==> src/rtl/adc_pkg.sv <==
package adc_pkg;
  localparam int BYTE_W = 8;
  localparam int SEL_W  = 3;

  localparam logic [2:0] A_CTRL   = 3'd0;
  localparam logic [2:0] A_CLK    = 3'd1;
  localparam logic [2:0] A_PINS   = 3'd2;
  localparam logic [2:0] A_RES_HI = 3'd3;
  localparam logic [2:0] A_RES_LO = 3'd4;

  localparam int C_EN  = 0;
  localparam int C_GO  = 1;
  localparam int C_CH  = 2;
  localparam int C_REF = 5;
  localparam int C_RJ  = 7;
endpackage

==> src/rtl/adc_tick_gen.sv <==
module adc_tick_gen
  import adc_pkg::*;
#(
  parameter int NUM_DIV = 6,
  localparam int CNT_W  = NUM_DIV
) (
  input  logic             clk_i,
  input  logic             rst_ni,
  input  logic             run_i,
  input  logic [SEL_W-1:0] sel_i,
  input  logic             rc_tick_i,
  output logic             tick_o
);
  logic [CNT_W-1:0] cnt_q;
  logic [CNT_W-1:0] lim;
  logic             is_rc;

  assign is_rc = (int'(sel_i) >= NUM_DIV);
  assign lim   = CNT_W'((32'd2 << sel_i) - 32'd1);

  always_ff @(posedge clk_i or negedge rst_ni) begin
    if (!rst_ni)                  cnt_q <= '0;
    else if (!run_i || is_rc)     cnt_q <= '0;
    else if (cnt_q == lim)        cnt_q <= '0;
    else                          cnt_q <= cnt_q + 1'b1;
  end

  assign tick_o = run_i && (is_rc ? rc_tick_i : (cnt_q == lim));


  div_tick_gap_chk: assert property (@(posedge clk_i) disable iff (!rst_ni)
    (tick_o && !is_rc) |=> !tick_o);
endmodule

==> src/rtl/adc_sar_seq.sv <==
module adc_sar_seq #(
  parameter int RES_W  = 10,
  localparam int PER_W = $clog2(RES_W + 1)
) (
  input  logic             clk_i,
  input  logic             rst_ni,
  input  logic             run_i,
  input  logic             tick_i,
  input  logic             cmp_i,
  output logic [RES_W-1:0] dac_o,
  output logic             sample_o,
  output logic             done_o,
  output logic [RES_W-1:0] result_o
);
  localparam logic [PER_W-1:0] LAST = PER_W'(RES_W);

  logic [PER_W-1:0] per_q;
  logic [RES_W-1:0] sar_q;
  logic [RES_W-1:0] trial_bit;

  // period k>=1 tries bit RES_W-k
  always_comb begin
    trial_bit = '0;
    if (per_q != '0) trial_bit = RES_W'(1) << (RES_W - int'(per_q));
  end

  assign dac_o    = run_i ? (sar_q | trial_bit) : '0;
  assign sample_o = run_i && (per_q == '0);
  assign result_o = sar_q | (cmp_i ? trial_bit : '0);
  assign done_o   = run_i && tick_i && (per_q == LAST);

  always_ff @(posedge clk_i or negedge rst_ni) begin
    if (!rst_ni) begin
      per_q <= '0;
      sar_q <= '0;
    end else if (!run_i) begin
      per_q <= '0;
      sar_q <= '0;
    end else if (tick_i) begin
      if (per_q == LAST) begin
        per_q <= '0;
        sar_q <= '0;
      end else begin
        per_q <= per_q + 1'b1;
        sar_q <= result_o;
      end
    end
  end


  per_range_chk: assert property (@(posedge clk_i) disable iff (!rst_ni)
    per_q <= LAST);


  sar_hold_chk: assert property (@(posedge clk_i) disable iff (!rst_ni)
    (run_i && !tick_i) |=> (!run_i || $stable(sar_q)));
endmodule

==> src/rtl/adc_result_fmt.sv <==
module adc_result_fmt
  import adc_pkg::*;
#(
  parameter int RES_W = 10
) (
  input  logic [RES_W-1:0]  res_i,
  input  logic              rjust_i,
  output logic [BYTE_W-1:0] hi_o,
  output logic [BYTE_W-1:0] lo_o
);
  localparam int FULL_W = 2 * BYTE_W;

  logic [FULL_W-1:0] right_w;
  logic [FULL_W-1:0] left_w;

  assign right_w = FULL_W'(res_i);
  assign left_w  = {res_i, {(FULL_W-RES_W){1'b0}}};

  assign hi_o = rjust_i ? right_w[FULL_W-1:BYTE_W] : left_w[FULL_W-1:BYTE_W];
  assign lo_o = rjust_i ? right_w[BYTE_W-1:0]      : left_w[BYTE_W-1:0];
endmodule

==> src/rtl/sar_adc_ctrl.sv <==
module sar_adc_ctrl
  import adc_pkg::*;
#(
  parameter int RES_W    = 10,
  parameter int NUM_CH   = 8,
  parameter int NUM_PINS = 8,
  parameter int NUM_DIV  = 6,
  localparam int CH_W    = $clog2(NUM_CH)
) (
  input  logic                clk_i,
  input  logic                rst_ni,
  input  logic                wr_en_i,
  input  logic [2:0]          addr_i,
  input  logic [BYTE_W-1:0]   wdata_i,
  output logic [BYTE_W-1:0]   rdata_o,
  input  logic                rc_tick_i,
  input  logic                cmp_i,
  output logic [RES_W-1:0]    dac_code_o,
  output logic                sample_o,
  output logic [CH_W-1:0]     chan_sel_o,
  output logic                ref_sel_o,
  output logic [NUM_PINS-1:0] dig_in_en_o,
  output logic                done_o
);
  logic                en_q, go_q, ref_q, rjust_q, done_q;
  logic [CH_W-1:0]     chan_q;
  logic [SEL_W-1:0]    clk_sel_q, clk_act_q;
  logic [NUM_PINS-1:0] pins_q;
  logic [RES_W-1:0]    res_q;

  logic                wr_ctrl, wr_clk, wr_pins, start;
  logic                tick, seq_done;
  logic [RES_W-1:0]    seq_res;
  logic [BYTE_W-1:0]   res_hi, res_lo;
  logic                unused_wbit;

  assign unused_wbit = wdata_i[6];

  assign wr_ctrl = wr_en_i && (addr_i == A_CTRL);
  assign wr_clk  = wr_en_i && (addr_i == A_CLK);
  assign wr_pins = wr_en_i && (addr_i == A_PINS);
  assign start   = wr_ctrl && wdata_i[C_EN] && wdata_i[C_GO] && !go_q && !seq_done;

  always_ff @(posedge clk_i or negedge rst_ni) begin
    if (!rst_ni) begin
      en_q      <= 1'b0;
      go_q      <= 1'b0;
      ref_q     <= 1'b0;
      rjust_q   <= 1'b0;
      chan_q    <= '0;
      clk_sel_q <= '0;
      clk_act_q <= '0;
      pins_q    <= '0;
      res_q     <= '0;
      done_q    <= 1'b0;
    end else begin
      if (wr_ctrl) begin
        en_q    <= wdata_i[C_EN];
        chan_q  <= wdata_i[C_CH +: CH_W];
        ref_q   <= wdata_i[C_REF];
        rjust_q <= wdata_i[C_RJ];
      end
      // completion wins over a same-cycle write of the start bit
      if (seq_done)     go_q <= 1'b0;
      else if (wr_ctrl) go_q <= wdata_i[C_EN] && wdata_i[C_GO];
      if (start)   clk_act_q <= clk_sel_q;
      if (wr_clk)  clk_sel_q <= wdata_i[SEL_W-1:0];
      if (wr_pins) pins_q    <= wdata_i[NUM_PINS-1:0];
      if (seq_done) res_q    <= seq_res;
      done_q <= seq_done;
    end
  end

  adc_tick_gen #(.NUM_DIV(NUM_DIV)) u_tick (
    .clk_i     (clk_i),
    .rst_ni    (rst_ni),
    .run_i     (go_q),
    .sel_i     (clk_act_q),
    .rc_tick_i (rc_tick_i),
    .tick_o    (tick)
  );

  adc_sar_seq #(.RES_W(RES_W)) u_seq (
    .clk_i    (clk_i),
    .rst_ni   (rst_ni),
    .run_i    (go_q),
    .tick_i   (tick),
    .cmp_i    (cmp_i),
    .dac_o    (dac_code_o),
    .sample_o (sample_o),
    .done_o   (seq_done),
    .result_o (seq_res)
  );

  adc_result_fmt #(.RES_W(RES_W)) u_fmt (
    .res_i   (res_q),
    .rjust_i (rjust_q),
    .hi_o    (res_hi),
    .lo_o    (res_lo)
  );

  always_comb begin
    unique case (addr_i)
      A_CTRL:   rdata_o = {rjust_q, 1'b0, ref_q, chan_q, go_q, en_q};
      A_CLK:    rdata_o = BYTE_W'(clk_sel_q);
      A_PINS:   rdata_o = BYTE_W'(pins_q);
      A_RES_HI: rdata_o = res_hi;
      A_RES_LO: rdata_o = res_lo;
      default:  rdata_o = '0;
    endcase
  end

  assign chan_sel_o  = chan_q;
  assign ref_sel_o   = ref_q;
  assign dig_in_en_o = ~pins_q;
  assign done_o      = done_q;


  done_single_chk: assert property (@(posedge clk_i) disable iff (!rst_ni)
    done_o |=> !done_o);


  done_clears_go_chk: assert property (@(posedge clk_i) disable iff (!rst_ni)
    done_o |-> !go_q);


  res_hold_chk: assert property (@(posedge clk_i) disable iff (!rst_ni)
    !seq_done |=> $stable(res_q));


  go_needs_en_chk: assert property (@(posedge clk_i) disable iff (!rst_ni)
    !en_q |-> !go_q);
endmodule

==> config.mk <==
export PLATFORM = sky130hd
export DESIGN_NAME = sar_adc_ctrl
export DESIGN_NICKNAME = d
export VERILOG_FILES = /design/src/rtl/adc_pkg.sv /design/src/rtl/adc_tick_gen.sv /design/src/rtl/adc_sar_seq.sv /design/src/rtl/adc_result_fmt.sv /design/src/rtl/sar_adc_ctrl.sv
export SDC_FILE = /design/constraint.sdc
export NUM_CORES = 1
export LEC_CHECK = 0
export ABC_AREA = 1
export CAP_MARGIN = 20
export CORE_ASPECT_RATIO = 0.5
export CORE_MARGIN = 4
export CORE_UTILIZATION = 50
export CTS_BUF_LIST = sky130_fd_sc_hd__clkbuf_8
export DETAILED_ROUTE_END_ITERATION = 8
export PLACE_DENSITY = 0.75
export SYNTH_ARGS = -nofsm -noshare
export SYNTH_HDL_FRONTEND = slang
export SYNTH_SLANG_ARGS = --single-unit
==> constraint.sdc <==
create_clock -name clk_i -period 1.9 [get_ports clk_i]
set_clock_uncertainty 0.2 [all_clocks]
set_input_delay 0.285 -clock clk_i [delete_from_list [all_inputs] [get_ports clk_i]]
set_output_delay 0.285 -clock clk_i [all_outputs]
set_load 0.05 [all_outputs]
==> out/metrics.cfg, run 1 <==
[worst_setup_path]
path_cells = ha_4 > o21ai_4 > nand3_2 > nor2_4 > nand2_2 > a21oi_4 > buf_12
end_kind = primary output
crit_fanout = 5
crit_type = flop to primary output
crit_required_ps = 1410
cp_slowest_stage_delay_ps = 480
critPathLaunchType = flop
critPathSlowestCell = dfrtp_2
worst_ep_arrival_time_ps = 2000
reg2reg_depth = 12

[clock_tree]
clk_transition_reported_paths_ps = 110
clkLatencyLatePin_ps = 320
clock_path_buffers = 2
cts_tree = yes
numCtsBuffers = 5
cts_sinks = 52
cts-root-buf = clkbuf_8
htreeDepth = 2

[timing]
period_needed_ps = 2483
fmax_mhz = 402.7
tightest_slew_ps = 406.5
rsz0062_at_grt = yes
finalHoldViolCount = 0
fin_crit_sh_pct = 130.7
setup_viol = 37
max_slew_margin_pct = 72.82
timing.hold.ws_ps = 210.4
slew_violations = 0
setup_tns_ps = -9130
layout_setup_ws_ps = -583.1

[pwr]
clkPwrFrac_pct = 21.2
p_int_uw = 1895
p_seq_share_pct = 41.3
p_leak_uw = 0.002331
pwr-share-comb_pct = 37.4
p_switching_uw = 1252
p_per_area_mw_per_mm2 = 651.1
switching_share_pct = 39.79
vdd_drop_max_v = 0.0003718

[floorplan]
ioPinCount = 48
fp-row-count = 19
die_w_um = 117.9
die_h_um = 62.97
design.core.area_mm2 = 0.005658
die_area_mm2 = 0.007427
start_util_pct = 53.41

[synth]
synthCells = 416
ys_warn_count = 0
synthTopCellsByArea = dfrtp_1 (43%), nand2_1 (18%), inv_1 (7.3%)
syn-num-nets = 437
synth.distinct_cells = 34
yosysTopAreaCellShare_pct = 43.06
synth_seq_cells = 52
syn_area_mm2 = 0.003022
avgSynthCellArea_um2 = 7.264
synth_seq_area_share_pct = 43.06
synth_area_leader_cell = dfrtp_1

[routing]
first_pass_iters = 5
wl_mm = 10.32
vias_per_cell = 5.627
route.vias.total = 3337
drc_errors = 0
drt_iter0_drc = 316
postRouteAntennaNets = 0
detail_route.wl_per_cell_um = 17.40

[outcome]
outcome = complete, but fails checks
failed_checks = setup timing

[worst_hold_path]
hp-class = input pin to asynchronous set/reset pin

[global_routing]
antenna_found_initial = 0
grt_max_degree = 28
grt_pass1_vias = 3344
grt_overflow = 0
grt_usage_pct = 26.72
grt_pass1_wl_mm = 16.15

[run]
drv_cap = 0

[cells_and_area]
diodes = 0
drive_gt1_share_pct = 39.81
syn2layout_area_growth_pct = 60.00
nNetsFinal = 540

[placed_design]
io_buffer_count = 47
gp_congestion = 0.9147
dpl.hpwl_mm = 6.795

layout by cell type, fill, tap and decap left out, types with 4 or more instances in the layout:
cell,Yosys,layout
a21oi_4,0,10
buf_12,0,22
buf_4,1,58
buf_6,3,11
clkbuf_8,0,5
clkdlybuf4s50_1,0,11
dfrtp_1,52,46
dfrtp_2,0,6
inv_1,59,45
inv_2,2,13
nand2_1,143,111
nand2_2,1,27
nand2_4,1,7
nand3_1,25,20
nand3_2,2,4
nand3_4,1,5
nand4_1,26,26
nor2_1,23,11
nor2_4,0,12
o21ai_0,23,20
o22ai_1,4,4
critical path, delay by kind of cell (launching register included):
family / cells / cell delay [ps]
flip-flops: 1 / 480
AND/OR/NAND/NOR: 3 / 450
AO/OA/AOI/OAI: 2 / 410
adder cells (fa/ha/maj): 1 / 200
buffers and inverters: 1 / 160
registers in the layout, indices dropped and copies added (netlist names):
name / count
clk_sel_q: 3
clk_act_q: 3
chan_sel_o: 3
u_seq.per_q: 4
res_q: 10
ref_sel_o: 1
u_tick.cnt_q: 6
go_q: 1
done_o: 1
u_seq.sar_q: 10
en_q: 1
rjust_q: 1
pins_q: 8
worst paths after layout:
kind	startpoint	to	slack, ps
min in group clk_i	u_seq.sar_q[2]	u_seq.sar_q[2]	300
min reg2reg	u_seq.sar_q[2]	u_seq.sar_q[2]	300
max in group asynchronous	rst_ni	u_seq.per_q[0]	760
max reg2reg	u_seq.per_q[0]	res_q[1]	-340
min	rst_ni	clk_act_q[1]	210
max	u_seq.per_q[0]	dac_code_o[3]	-580
power by group through the flow:
stage / clock network [uW] / logic, uW / registers, uW
final: 669 / 1180 / 1300
after global routing: 722 / 1260 / 1320
after CTS: 663 / 1090 / 1290
after detailed placement: 0 / 1020 / 1300
after global placement: 0 / 988 / 1300
after floorplan: 0 / 584 / 1330
layout make-up:
| class | instances | area (um^2) |
|---|---|---|
| tap | 73 | 91.34 |
| sequential | 52 | 1309 |
| multi-input combinational | 290 | 1904 |
| timing repair inverter | 1 | 7.507 |
| clock inverter | 3 | 21.27 |
| timing repair buffer | 108 | 1185 |
| fill | 334 | 823.3 |
| inverter | 61 | 247.7 |
| clock buffer | 5 | 68.82 |
cell families after synthesis:
group           Yosys count  share of synthesized area (%)
xor+xnor                  3                         0.8697
fa+ha+maj                 5                          2.070
flops                    52                          43.06
buf+inv                  75                          10.31
simple gates            230                          33.95
compound gates           51                          9.731
Yosys cell counts (all sizes together):
| master | count |
|---|---|
| o221ai | 1 |
| nand2 | 145 |
| nand4 | 26 |
| a221oi | 1 |
| a21oi | 13 |
| o2111ai | 3 |
| o22ai | 4 |
| xor2 | 2 |
| clkbuf | 6 |
| o21ai | 25 |
| dfrtp | 52 |
| nor3 | 3 |
| buf | 8 |
| nand3b | 1 |
| inv | 61 |
| o211ai | 3 |
| a211o | 1 |
| ha | 5 |
| nand3 | 28 |
| nor3b | 1 |
| xnor2 | 1 |
| nor2 | 26 |
layer usage:
| metal | up-vias | global-route usage [%] | wire [um] |
|---|---|---|---|
| met3 | 29 | 5.877 | 706 |
| met1 | 1601 | 34.91 | 4399 |
| met4 | 0 | 11.39 | 271 |
| met5 | - | 0 | 0 |
| met2 | 157 | 43.17 | 4940 |
| li1 | 1550 | - | - |
stage by stage:
step,total power (uW),util [%],instances,instance area [um^2],setup slack [ps]
6_report,3148,85.45,593,4835,-583.1
5_1_grt,3297,85.45,593,4835,-667.4
4_1_cts,3039,81.14,584,4591,-505.3
3_5_place_dp,2325,76.01,566,4300,-428.9
3_3_place_gp,2286,76.01,566,4300,-394.5
2_1_floorplan,1919,-,416,3277,-118.4
timing repair:
item / CTS / global route
hold endpoints to repair: 13 / 0
buffers inserted: 9 / 8
cloned: 0 / 2
resized for setup: 49 / 58
pin swaps: 27 / 24
hold buffers: 1 / 0
setup endpoints to repair: 37 / 44
No activity file was read; power rests on OpenSTA's default activity.
==> run 2: changes to the inputs <==
TNS_END_PERCENT = 5   (was default)
==> run 2 against run 1 <==
Design area is 8.6% lower. Highest routed layer unchanged. Die area did not move. Critical path depth unchanged. Count of clock-buffer cells in the layout is 1 higher. The flow still finishes with violations (setup timing). Via count decreased by 8.4%. Register-to-register slack gained 250 ps.
==> out/metrics.cfg, run 2 (synthesized netlist as in run 1, its figures left out) <==
[outcome]
outcome = complete, but fails checks
failed_checks = setup timing

[routing]
postRouteAntennaNets = 0  ; unchanged
route.vias.total = 3058  ; -8.4%
first_pass_iters = 4  ; -1
drt_iter0_drc = 223  ; -29%
vias_per_cell = 5.328  ; -5.3%
drc_errors = 0  ; unchanged
detail_route.wl_per_cell_um = 14.94  ; -14%
wl_mm = 8.575  ; -17%

[run]
drv_cap = 0  ; unchanged

[worst_hold_path]
hp-class = input pin to asynchronous set/reset pin

[floorplan]
design.core.area_mm2 = 0.005658  ; unchanged
fp-row-count = 19  ; unchanged
die_h_um = 62.97  ; unchanged
die_w_um = 117.9  ; unchanged
die_area_mm2 = 0.007427  ; unchanged
start_util_pct = 53.41  ; unchanged
ioPinCount = 48  ; unchanged

[global_routing]
antenna_found_initial = 0  ; unchanged
grt_overflow = 0  ; unchanged
grt_usage_pct = 24.39  ; -2.3 points
grt_pass1_vias = 3143  ; -6.0%
grt_max_degree = 28  ; unchanged
grt_pass1_wl_mm = 14.99  ; -7.2%

[pwr]
p_int_uw = 1859  ; -1.9%
p_seq_share_pct = 43.2  ; +1.9 points
p_leak_uw = 0.002184  ; -6.3%
clkPwrFrac_pct = 22.1  ; +0.9 points
pwr-share-comb_pct = 34.7  ; -2.7 points
vdd_drop_max_v = 0.0003307  ; -11%
switching_share_pct = 37.54  ; -2.2 points
p_switching_uw = 1118  ; -11%
p_per_area_mw_per_mm2 = 673.4  ; +3.4%

[clock_tree]
cts_sinks = 52  ; unchanged
cts-root-buf = clkbuf_8
cts_setup_buffers = 0  ; -9
clk_transition_reported_paths_ps = 90  ; -20 ps
htreeDepth = 2  ; unchanged
cts_tree = yes
clkLatencyLatePin_ps = 300  ; -20 ps
numCtsBuffers = 5  ; unchanged
clock_path_buffers = 2  ; unchanged

[timing]
period_needed_ps = 2370  ; -112.9 ps
fmax_mhz = 421.9  ; +4.8%
finalHoldViolCount = 0  ; unchanged
fin_crit_sh_pct = 124.7  ; -5.9 points
max_slew_margin_pct = 63.74  ; -9.1 points
setup_tns_ps = -5568  ; +3563 ps
tightest_slew_ps = 543.9  ; +137.4 ps
setup_viol = 24  ; -35%
rsz0062_at_grt = yes
slew_violations = 0  ; unchanged
layout_setup_ws_ps = -470.2  ; +112.9 ps

[placed_design]
io_buffer_count = 47  ; unchanged
place_ws_ps = -384.5  ; +44.36 ps
dpl.hpwl_mm = 6.565  ; -3.4%
gp_congestion = 0.8817  ; -3.6%

[worst_setup_path]
crit_fanout = 5  ; unchanged
critPathLaunchType = flop
ff2ff_setup_slack_ps = -90  ; +250 ps
crit_type = flop to primary output
worst_ep_arrival_time_ps = 1890  ; -110 ps
reg2reg_depth = 9  ; -3
crit_required_ps = 1410  ; about the same
crit_end = dac_code_o[6]
startpoint = u_seq.per_q[0]
r2r-start = u_seq.per_q[0]
end_kind = primary output
reg2reg_to = res_q[3]

[cells_and_area]
final_util_pct = 78.13  ; -7.3 points
layout_commonest_cell = nand2_1
diodes = 0  ; unchanged
drive_gt1_share_pct = 28.14  ; -12 points
top_regs = res_q x10, u_seq.sar_q x10, pins_q x8
fill_cells = 405  ; +21%
syn2layout_area_growth_pct = 46.29
layout_common_cells = nand2_1 (133), inv_1 (55), buf_4 (50)
nNetsFinal = 521  ; -3.5%

==> run 2: cell types whose count changed in the layout (fill, tap and decap cells not counted), sizes merged <==
cell / before / now
buf: 94 / 76
dlymetal6s2s: 0 / 3
clkinvlp: 3 / 1
clkbuf: 7 / 6
clkinv: 1 / 0
inv: 61 / 62
nand3: 29 / 28
==> run 2: power groups by stage <==
stage / Sequential, uW / Combinational, uW / Clock, uW
after global placement: 1300 / 979 / 0
after floorplan: 1330 / 573 / 0
after detailed placement: 1300 / 1000 / 0
final: 1290 / 1030 / 657
after CTS: 1280 / 1020 / 667
after global routing: 1300 / 1120 / 723
==> run 2: cell type report <==
type | count | area, um^2 | share of cell area, %
clock buffers | 6 | 82.58 | 1.868
clock inverters | 2 | 11.26 | 0.2547
inverters | 61 | 229.0 | 5.180
multi-input cells | 289 | 1680 | 38.01
flip-flops and latches | 52 | 1305 | 29.52
well taps | 73 | 91.34 | 2.066
repair buffers | 91 | 1021 | 23.10
==> run 2: layer usage <==
layer	routed length [um]	global-route usage, %
met1	4159	34.30
met3	523	5.606
met5	0	0
met4	60	4.088
met2	3832	39.24
==> run 2: metrics by stage <==
stage | total power (uW) | hold slack, ps | cells | area, um^2
2_1_floorplan | 1908 | -210.6 | 416 | 3216
3_3_place_gp | 2277 | 76.51 | 565 | 4219
3_5_place_dp | 2305 | 85.85 | 565 | 4219
4_1_cts | 2976 | 289.6 | 574 | 4375
5_1_grt | 3140 | 309.2 | 574 | 4420
6_report | 2977 | 287.9 | 574 | 4420
==> run 2: worst min path at each step <==
| stage | to | slack (ps) |
|---|---|---|
| after floorplan | chan_sel_o[0] | -210 |
| after detailed placement | chan_sel_o[0] | 90 |
| after global placement | chan_sel_o[0] | 80 |
| final | chan_sel_o[0] | 290 |
| after CTS | chan_sel_o[0] | 290 |
| after global routing | chan_sel_o[0] | 310 |
==> run 2: worst max-delay path, stage by stage (launching register included) <==
cell and delay [ps]:
dfrtp_2 460, ha_4 190, o21ai_4 190, nand2_1 140, nor2_4 150, nand2_1 120, a21oi_4 180, buf_12 150
==> run 2: what timing repair did <==
| action | CTS | global route |
|---|---|---|
| hold buffers | 1 | 0 |
| pin swaps | 8 | 1 |
| gates resized for setup | 16 | 16 |
| endpoints found under the setup margin | 33 | 47 |
| endpoints found under the hold margin | 18 | 0 |
